`config.mk`:
```
export PLATFORM = sky130hd
export DESIGN_NAME = poll_irq_ctrl
export DESIGN_NICKNAME = d
export VERILOG_FILES = /design/src/rtl/poll_irq_pkg.sv /design/src/rtl/irq_req_latch.sv /design/src/rtl/irq_prio_resolver.sv /design/src/rtl/irq_service_reg.sv /design/src/rtl/poll_irq_ctrl.sv
export SDC_FILE = /design/constraint.sdc
export NUM_CORES = 1
export LEC_CHECK = 0
export ABC_CLOCK_PERIOD_IN_PS = 6000
export CAP_MARGIN = 10
export CORE_AREA = 2 2 69 71
export DETAILED_ROUTE_END_ITERATION = 8
export DIE_AREA = 0 0 71 73
export GPL_ROUTABILITY_DRIVEN = 0
export GPL_TIMING_DRIVEN = 0
export PLACE_DENSITY = 0.68
export SLEW_MARGIN = 0
export SYNTH_ARGS = -nofsm -noshare
export SYNTH_HDL_FRONTEND = slang
export SYNTH_SLANG_ARGS = --single-unit
```
`constraint.sdc`:
```
create_clock -name clk_i -period 6 [get_ports clk_i]
set_input_delay 0.9 -clock clk_i [delete_from_list [all_inputs] [get_ports clk_i]]
set_output_delay 0.9 -clock clk_i [all_outputs]
set_load 0.005 [all_outputs]
```
`src/rtl/poll_irq_pkg.sv`:
```
package poll_irq_pkg;
  localparam int unsigned NUM_LVL = 8;
  localparam int unsigned LVL_W   = $clog2(NUM_LVL);

  localparam logic [7:0] CMD_POLL     = 8'h0C;
  localparam logic [7:0] CMD_SEL_IRR  = 8'h0A;
  localparam logic [7:0] CMD_SEL_ISR  = 8'h0B;
  localparam logic [7:0] CMD_NS_EOI   = 8'h20;
  localparam logic [7:0] CMD_SP_EOI   = 8'h60;
  localparam logic [7:0] SP_EOI_MASK  = 8'hF8;
endpackage

```
`src/rtl/irq_req_latch.sv`:
```
module irq_req_latch #(
  parameter int unsigned N = 8
) (
  input  logic         clk_i,
  input  logic         rst_ni,
  input  logic         level_mode_i,
  input  logic [N-1:0] irq_i,
  input  logic [N-1:0] ack_i,
  output logic [N-1:0] irr_o
);
  logic [N-1:0] irq_q, irr_q, set_vec;

  assign set_vec = level_mode_i ? irq_i : (irq_i & ~irq_q);

  always_ff @(posedge clk_i or negedge rst_ni) begin
    if (!rst_ni) begin
      irq_q <= '0;
      irr_q <= '0;
    end else begin
      irq_q <= irq_i;
      irr_q <= (irr_q | set_vec) & irq_i & ~ack_i;
    end
  end

  assign irr_o = irr_q;


  ack_onehot_chk: assert property (@(posedge clk_i) disable iff (!rst_ni)
    $onehot0(ack_i));

  // masking never drops a held request
  irr_hold_chk: assert property (@(posedge clk_i) disable iff (!rst_ni)
    1'b1 |=> (($past(irr_q & irq_i & ~ack_i) & ~irr_q) == '0));
endmodule

```
`src/rtl/irq_prio_resolver.sv`:
```
module irq_prio_resolver #(
  parameter int unsigned N     = 8,
  parameter int unsigned LVL_W = $clog2(N)
) (
  input  logic [N-1:0]     irr_i,
  input  logic [N-1:0]     isr_i,
  input  logic [N-1:0]     mask_i,
  output logic             found_o,
  output logic [LVL_W-1:0] lvl_o
);
  always_comb begin
    logic stop;
    stop    = 1'b0;
    found_o = 1'b0;
    lvl_o   = '0;
    for (int i = 0; i < N; i++) begin
      if (!stop) begin
        if (isr_i[i]) begin
          stop = 1'b1;
        end else if (irr_i[i] && !mask_i[i]) begin
          found_o = 1'b1;
          lvl_o   = LVL_W'(i);
          stop    = 1'b1;
        end
      end
    end
  end


  always_comb begin
    if (found_o) begin
      win_valid_chk: assert (irr_i[lvl_o] && !mask_i[lvl_o] && !isr_i[lvl_o]);
    end
  end
endmodule

```
`src/rtl/irq_service_reg.sv`:
```
module irq_service_reg #(
  parameter int unsigned N     = 8,
  parameter int unsigned LVL_W = $clog2(N)
) (
  input  logic             clk_i,
  input  logic             rst_ni,
  input  logic [N-1:0]     ack_i,
  input  logic             eoi_spec_i,
  input  logic             eoi_ns_i,
  input  logic [LVL_W-1:0] eoi_lvl_i,
  output logic [N-1:0]     isr_o
);
  logic [N-1:0] isr_q, ns_clr, sp_clr, clr_vec;

  always_comb begin
    logic hit;
    hit    = 1'b0;
    ns_clr = '0;
    for (int i = 0; i < N; i++) begin
      if (!hit && isr_q[i]) begin
        ns_clr[i] = 1'b1;
        hit       = 1'b1;
      end
    end
  end

  assign sp_clr  = N'(1) << eoi_lvl_i;
  assign clr_vec = (eoi_ns_i ? ns_clr : '0) | (eoi_spec_i ? sp_clr : '0);

  always_ff @(posedge clk_i or negedge rst_ni) begin
    if (!rst_ni) isr_q <= '0;
    else         isr_q <= (isr_q | ack_i) & ~clr_vec;
  end

  assign isr_o = isr_q;


  ack_sets_isr_chk: assert property (@(posedge clk_i) disable iff (!rst_ni)
    (ack_i != '0 && !eoi_spec_i && !eoi_ns_i) |=> ((isr_q & $past(ack_i)) == $past(ack_i)));


  sp_eoi_exact_chk: assert property (@(posedge clk_i) disable iff (!rst_ni)
    (eoi_spec_i && ack_i == '0) |=> (isr_q == ($past(isr_q) & ~$past(sp_clr))));


  ns_eoi_one_chk: assert property (@(posedge clk_i) disable iff (!rst_ni)
    (eoi_ns_i && ack_i == '0 && isr_q != '0) |=>
      ($countones($past(isr_q)) == $countones(isr_q) + 1));
endmodule

```
`src/rtl/poll_irq_ctrl.sv`:
```
module poll_irq_ctrl
  import poll_irq_pkg::*;
#(
  parameter int unsigned N = NUM_LVL
) (
  input  logic         clk_i,
  input  logic         rst_ni,
  input  logic         level_mode_i,
  input  logic [N-1:0] irq_i,
  input  logic         port_sel_i,
  input  logic         wr_i,
  input  logic         rd_i,
  input  logic [7:0]   wdata_i,
  output logic [7:0]   rdata_o,
  output logic         int_o
);
  localparam int unsigned LW  = $clog2(N);
  localparam int unsigned PAD = 7 - LW;

  logic [N-1:0]  irr, isr, mask_q, ack_vec;
  logic          found, poll_q, sel_isr_q;
  logic [LW-1:0] win_lvl;
  logic          cmd_wr, cmd_rd, data_wr, poll_rd, eoi_spec, eoi_ns;
  logic [7:0]    poll_byte, stat_byte;

  assign cmd_wr   = wr_i & ~port_sel_i;
  assign data_wr  = wr_i &  port_sel_i;
  assign cmd_rd   = rd_i & ~port_sel_i;
  assign poll_rd  = cmd_rd & poll_q;
  assign eoi_spec = cmd_wr && ((wdata_i & SP_EOI_MASK) == CMD_SP_EOI);
  assign eoi_ns   = cmd_wr && (wdata_i == CMD_NS_EOI);
  assign ack_vec  = (poll_rd && found) ? (N'(1) << win_lvl) : '0;

  irq_req_latch #(.N(N)) i_req (
    .clk_i, .rst_ni, .level_mode_i, .irq_i,
    .ack_i (ack_vec),
    .irr_o (irr)
  );

  irq_prio_resolver #(.N(N), .LVL_W(LW)) i_res (
    .irr_i   (irr),
    .isr_i   (isr),
    .mask_i  (mask_q),
    .found_o (found),
    .lvl_o   (win_lvl)
  );

  irq_service_reg #(.N(N), .LVL_W(LW)) i_svc (
    .clk_i, .rst_ni,
    .ack_i      (ack_vec),
    .eoi_spec_i (eoi_spec),
    .eoi_ns_i   (eoi_ns),
    .eoi_lvl_i  (wdata_i[LW-1:0]),
    .isr_o      (isr)
  );

  always_ff @(posedge clk_i or negedge rst_ni) begin
    if (!rst_ni) begin
      poll_q    <= 1'b0;
      sel_isr_q <= 1'b0;
      mask_q    <= '0;
    end else begin
      if (data_wr) mask_q <= wdata_i[N-1:0];
      if (cmd_wr && wdata_i == CMD_POLL)         poll_q <= 1'b1;
      else if (cmd_rd)                           poll_q <= 1'b0;
      if (cmd_wr && wdata_i == CMD_SEL_ISR)      sel_isr_q <= 1'b1;
      else if (cmd_wr && wdata_i == CMD_SEL_IRR) sel_isr_q <= 1'b0;
    end
  end

  assign poll_byte = {found, {PAD{1'b0}}, win_lvl};
  assign stat_byte = 8'(sel_isr_q ? isr : irr);

  always_comb begin
    if (!rd_i)          rdata_o = '0;
    else if (port_sel_i) rdata_o = 8'(mask_q);
    else if (poll_q)     rdata_o = poll_byte;
    else                 rdata_o = stat_byte;
  end

  assign int_o = found;


  spurious_no_svc_chk: assert property (@(posedge clk_i) disable iff (!rst_ni)
    (poll_rd && !found && !wr_i) |=> $stable(isr));


  poll_once_chk: assert property (@(posedge clk_i) disable iff (!rst_ni)
    (cmd_rd && !cmd_wr) |=> !poll_q);


  sel_sticky_chk: assert property (@(posedge clk_i) disable iff (!rst_ni)
    !cmd_wr |=> $stable(sel_isr_q));


  int_needs_req_chk: assert property (@(posedge clk_i) disable iff (!rst_ni)
    int_o |-> ((irr & ~mask_q) != '0));
endmodule

```
-- Word-level counts from Yosys, hierarchy flattened
Cells that the tools add are included.
Widths: inputs -> output; s select.
- bits in registers: 34
- bits in latches: 0
- RAM bits: 0
- ROM bits: 0
- bits of input ports: 22
- output and inout bits: 9
- logic and storage cells: 155
- memories: 0
- $add $sub $neg: 0
- multiply operators: 0
- divide/modulo/power cells: 0
- $lt $le $gt $ge: 0
- equality and inequality tests: 5
- shift-type cells: 2
- mux-type cells: 89
- bitwise operators: 15
- reductions and logical operators: 38
- operators by type and width (cell ; count):
    $mux 8 ; 8
    $mux 1 ; 61
    $mux 3 ; 20
    $and 8x8->8 ; 4
    $eq 8x4->1 const B ; 3
    $not 8->8 ; 3
    $or 8x8->8 ; 3
    $logic_and 1x1->1 ; 21
    $shl 1x3->8 const A ; 2
    $logic_not 1->1 ; 15
    $eq 8x6->1 const B ; 1
    $eq 5x4->1 const B ; 1
    $and 1x1->1 ; 4
    $reduce_bool 2->1 ; 2
    $not 1->1 ; 1

-- Logic depth before layout (Yosys ltp)
- depth in word-level cells: 29
- depth in mapped cells: 7

-- Cells and area by module
From an unflattened synthesis, not the netlist that was laid out.
- cells, all modules: 181
- area, all modules: 1961.9 um^2
- modules (own cells, without submodules) (module ; times used ; cells an instance ; area each (um^2) ; sequential area each (um^2)):
    poll_irq_ctrl ; 1 ; 78 ; 768.2 ; 250.2
    irq_req_latch ; 1 ; 35 ; 591.8 ; 400.4
    irq_service_reg ; 1 ; 37 ; 392.9 ; 200.2
    irq_prio_resolver ; 1 ; 31 ; 209.0 ; 0.0

-- Worst setup path before layout
Ideal clock, no wire load.
- path type: flip-flop to output port
- start point: register i_req.irr_q[4], in the netlist i_req.irr_o[4]
- end point: output port rdata_o[1]
- data arrival time: 1697 ps
- data required time: 5100 ps
- setup slack: 3403 ps
- stages on the path, launching flop included: 6
- cells stage by stage: dfrtp_1 -> nor2b_1 -> or4b_2 -> a21oi_1 -> a21oi_1 -> a221oi_2
- longest elaborated chain between the ends: 16
- elaborated cells between the ends (all ways): 21
- those cells by class: 20 x mux; 1 x reduce/logical
- ends and longest elaborated chain (element ; line ; RTL):
    start, declared ; irq_req_latch.sv:11 ; logic [N-1:0] irq_q, irr_q, set_vec;
    start signal, assigned ; irq_req_latch.sv:21 ; irr_q <= (irr_q | set_vec) & irq_i & ~ack_i;
    $logic_and 1x1->1 * ; irq_prio_resolver.sv:20 ; end else if (irr_i[i] && !mask_i[i]) begin
    $mux 3 ; irq_prio_resolver.sv:20 ;
    $mux 3 ; irq_prio_resolver.sv:18 ; if (isr_i[i]) begin
    $mux 3 ; irq_prio_resolver.sv:17 ; if (!stop) begin
    $mux 3 ; irq_prio_resolver.sv:20 ;
    $mux 3 ; irq_prio_resolver.sv:18 ;
    $mux 3 ; irq_prio_resolver.sv:17 ;
    $mux 3 ; irq_prio_resolver.sv:20 ;
    $mux 3 ; irq_prio_resolver.sv:18 ;
    $mux 3 ; irq_prio_resolver.sv:17 ;
    $mux 3 ; irq_prio_resolver.sv:20 ;
    $mux 3 ; irq_prio_resolver.sv:18 ;
    $mux 3 * ; irq_prio_resolver.sv:17 ;
    $mux 8 * ; poll_irq_ctrl.sv:77 ; else if (poll_q) rdata_o = poll_byte;
    $mux 8 * ; poll_irq_ctrl.sv:76 ; else if (port_sel_i) rdata_o = 8'(mask_q);
    $mux 8 * ; poll_irq_ctrl.sv:75 ; if (!rd_i) rdata_o = '0;
    end, declared ; poll_irq_ctrl.sv:14 ; output logic [7:0] rdata_o,
Mark *: on every way between the ends. The rest lies on a longest branch, timed or not.

-- Final worst setup path
- start point: input port rd_i
- end point: output port rdata_o[1]
- longest elaborated chain between the ends: 1
- ends and longest elaborated chain (element ; line ; RTL):
    start, declared ; poll_irq_ctrl.sv:12 ; input logic rd_i,
    $mux 8 ; poll_irq_ctrl.sv:75 ;
No other way between the ends.

==> flow_metrics.tcl <==
set metrics [dict create \
    avgSynthCellArea_um2 9.50 \
    drtAntennaViolNets 0 \
    routed_wl_um 4940 \
    yosys_warnings 0 \
    fp.dieW_um 71 \
    vdd_drop_max_v 0.000119 \
    leakagePower_nw 0.962 \
    regArea_um2 851 \
    cts_buffers 5 \
    grt_busiest_layer "met2" \
    powerDensity_mw_per_mm2 230 \
    synthFlopType "dfrtp_1" \
    core_mm2 0.00454 \
    synth-async-reset-ratio_pct 100 \
    wire_per_inst_um 16.8 \
    clockBufferDepth 2 \
    outcome "completed" \
    synthesis.area_mm2 0.00195 \
    io_pins 31 \
    start_util_pct 42.9 \
    cp-start-kind "input port" \
    fin_skew_ns 0.00333 \
    multiInputGateArea_mm2 0.00102 \
    synthCells 205 \
    finalSetupTns_ns 0 \
    clkSinkCount 34 \
    cts_tree "built" \
    ys_types 44 \
    grt-ovfl-total 0 \
    gr-usage-met3_pct 4.14 \
    fin_crit_ns 3.61 \
    drive_gt1_share_pct 13.8 \
    cts_resized 0 \
    met1_usage_pct 29.0 \
    cts-root-buf "clkbuf_8" \
    grt_pass1_vias 1680 \
    use_met2_pct 31.7 \
    synth_nets 227 \
    num-fill-cells 439 \
    tightest_slew_ns 0.883 \
    ys_seq_area_share_pct 43.7 \
    drtIter0Drc 91 \
    holdBufCountCts 0 \
    cp.arrival_ns 2.71 \
    portBuffers 26 \
    endpoint_kind "output pin" \
    required_ns 5.10 \
    final_nets 260 \
    vias 1683 \
    max_cap_violations 0 \
    dpl.hpwl_um 3640 \
    via_per_inst 5.74 \
    synth_edf_count 0 \
    hold_class "reg -> reg" \
    cp_max_fo 10 \
    antenna_found_initial 0 \
    cts_setup_buffers 0 \
    finalCritPeriodShare_pct 60.2 \
    yosys_register_bits 34 \
    maxSlewViolCount 0 \
    n_antenna_cell 0 \
    grt_max_degree 35 \
    htreeDepth 2 \
    power_switching_uw 152 \
    p_int_uw 391 \
    row_count 25 \
    max_freq_ghz 0.277 \
    grt_pass1_wl_um 8280 \
    combPwrFrac_pct 20.8 \
    dieArea_mm2 0.00518 \
    clk_latency_ns 0.29 \
    grtUsageTotal_pct 21.0 \
    setup_violations 0 \
    clockPowerShare_pct 31.9 \
    critical_path_class "in -> out" \
    slew_headroom_pct 40.6 \
    syn2layout_area_growth_pct 21.3 \
    die_h_um 73 \
    clk_pin_slew_ns 0.06 \
    p_total_uw 543 \
    drtPass1Iterations 4 \
    drc_errors 0 \
    netSwitchingFraction_pct 28.1 \
    rsz0062_at_grt "no" \
    p_seq_share_pct 47.3 \
    hold_viol 0 \
]
-- area by class of cell --
| class | instances | share of cell area (%) |
|---|---|---|
| buffer | 8 | 1.64 |
| clock buffer | 7 | 3.66 |
| clock inverter | 1 | 0.212 |
| inverter | 9 | 1.43 |
| multi-input combinational | 154 | 43.3 |
| sequential | 34 | 36.0 |
| tap | 54 | 2.86 |
| timing repair buffer | 26 | 10.8 |
-- per-stage QoR --
stage	utilization [%]	worst slack, ns	cell area (µm²)	cells	hold slack (ns)
2_1_floorplan	-	3.40	1950	205	0.461
3_3_place_gp	50.2	2.42	2270	285	0.471
3_5_place_dp	50.0	2.41	2270	285	0.482
4_1_cts	52.1	2.39	2360	293	0.491
5_1_grt	52.1	2.27	2360	293	0.535
6_report	52.1	2.39	2360	293	0.484
-- metal layers --
metal / vias to the layer above / share of wire [%]
met3: 15 / 4.4
met4: 0 / 3.3
li1: 810 / -
met2: 48 / 44
met1: 810 / 49
met5: - / 0
-- worst max-delay path, cell delays in order --
cell and delay (ns):
clkdlybuf4s50_1 0.50, clkbuf_1 0.37, o21ai_0 0.18, a221oi_2 0.22, clkdlybuf4s50_1 0.54
-- placed cells by master, fill, tap and decap left out, types with 8 or more instances in the layout --
| cell | synthesis | routed |
|---|---|---|
| clkdlybuf4s50_1 | 0 | 25 |
| dfrtp_1 | 34 | 34 |
| inv_1 | 9 | 9 |
| mux2_2 | 10 | 10 |
| nand2_1 | 27 | 27 |
| nor2_1 | 19 | 19 |
| nor2b_1 | 9 | 9 |
| nor3_1 | 8 | 8 |
| o21ai_0 | 8 | 8 |
-- power by group through the flow --
stage	clock, mW	sequential (mW)	combinational, mW
final	0.173	0.257	0.113
after global routing	0.188	0.259	0.124
after CTS	0.178	0.256	0.113
after detailed placement	0	0.261	0.113
after global placement	0	0.260	0.111
after floorplan	0	0.256	0.0682
-- synthesized netlist by cell type (3+ instances only) --
| library cell | instances | share of area, % |
|---|---|---|
| nor3_1 | 8 | 2.1 |
| nor4_1 | 3 | 0.96 |
| nand2b_1 | 5 | 1.6 |
| nand3_1 | 7 | 1.8 |
| a21oi_1 | 7 | 1.8 |
| o21ai_0 | 8 | 2.1 |
| nor2_1 | 19 | 3.7 |
| and3_1 | 4 | 1.3 |
| clkbuf_1 | 6 | 1.2 |
| nand2_1 | 27 | 5.2 |
| a31oi_1 | 3 | 0.96 |
| a22oi_1 | 6 | 2.3 |
| mux2i_1 | 4 | 2.1 |
| nor2b_1 | 9 | 2.9 |
| mux2_2 | 10 | 5.8 |
| inv_1 | 9 | 1.7 |
| o211ai_1 | 4 | 1.5 |
| dfrtp_1 | 34 | 44 |
-- worst paths after layout --
kind,start,end,slack [ns],cells after the start
setup / recovery,rd_i,rdata_o[1],2.39,5
hold / removal,i_req.irq_q[0],i_req.irr_o[0],0.48,3
setup reg to reg,i_svc.isr_o[2],i_svc.isr_o[6],3.99,5
hold reg to reg,i_req.irq_q[0],i_req.irr_o[0],0.48,3
max in group asynchronous,rst_ni,i_svc.isr_o[0],4.85,1
min in group asynchronous,rst_ni,i_req.irq_q[6],0.68,1
-- flip-flops by register name (all words and copies together) (netlist names) --
signal and count:
i_req.irq_q 8, i_req.irr_o 8, i_svc.isr_o 8, mask_q 8
poll_q 1, sel_isr_q 1
-- logic make-up after synthesis --
logic type / count (synthesis) / share of synthesized area [%]
AOI/OAI and AO/OA: 41 / 15.6
DFF: 34 / 43.7
muxes: 14 / 7.84
buffers and inverters: 17 / 3.73
and+or+nand+nor: 99 / 29.2
No activity file was read; power rests on OpenSTA's default activity.
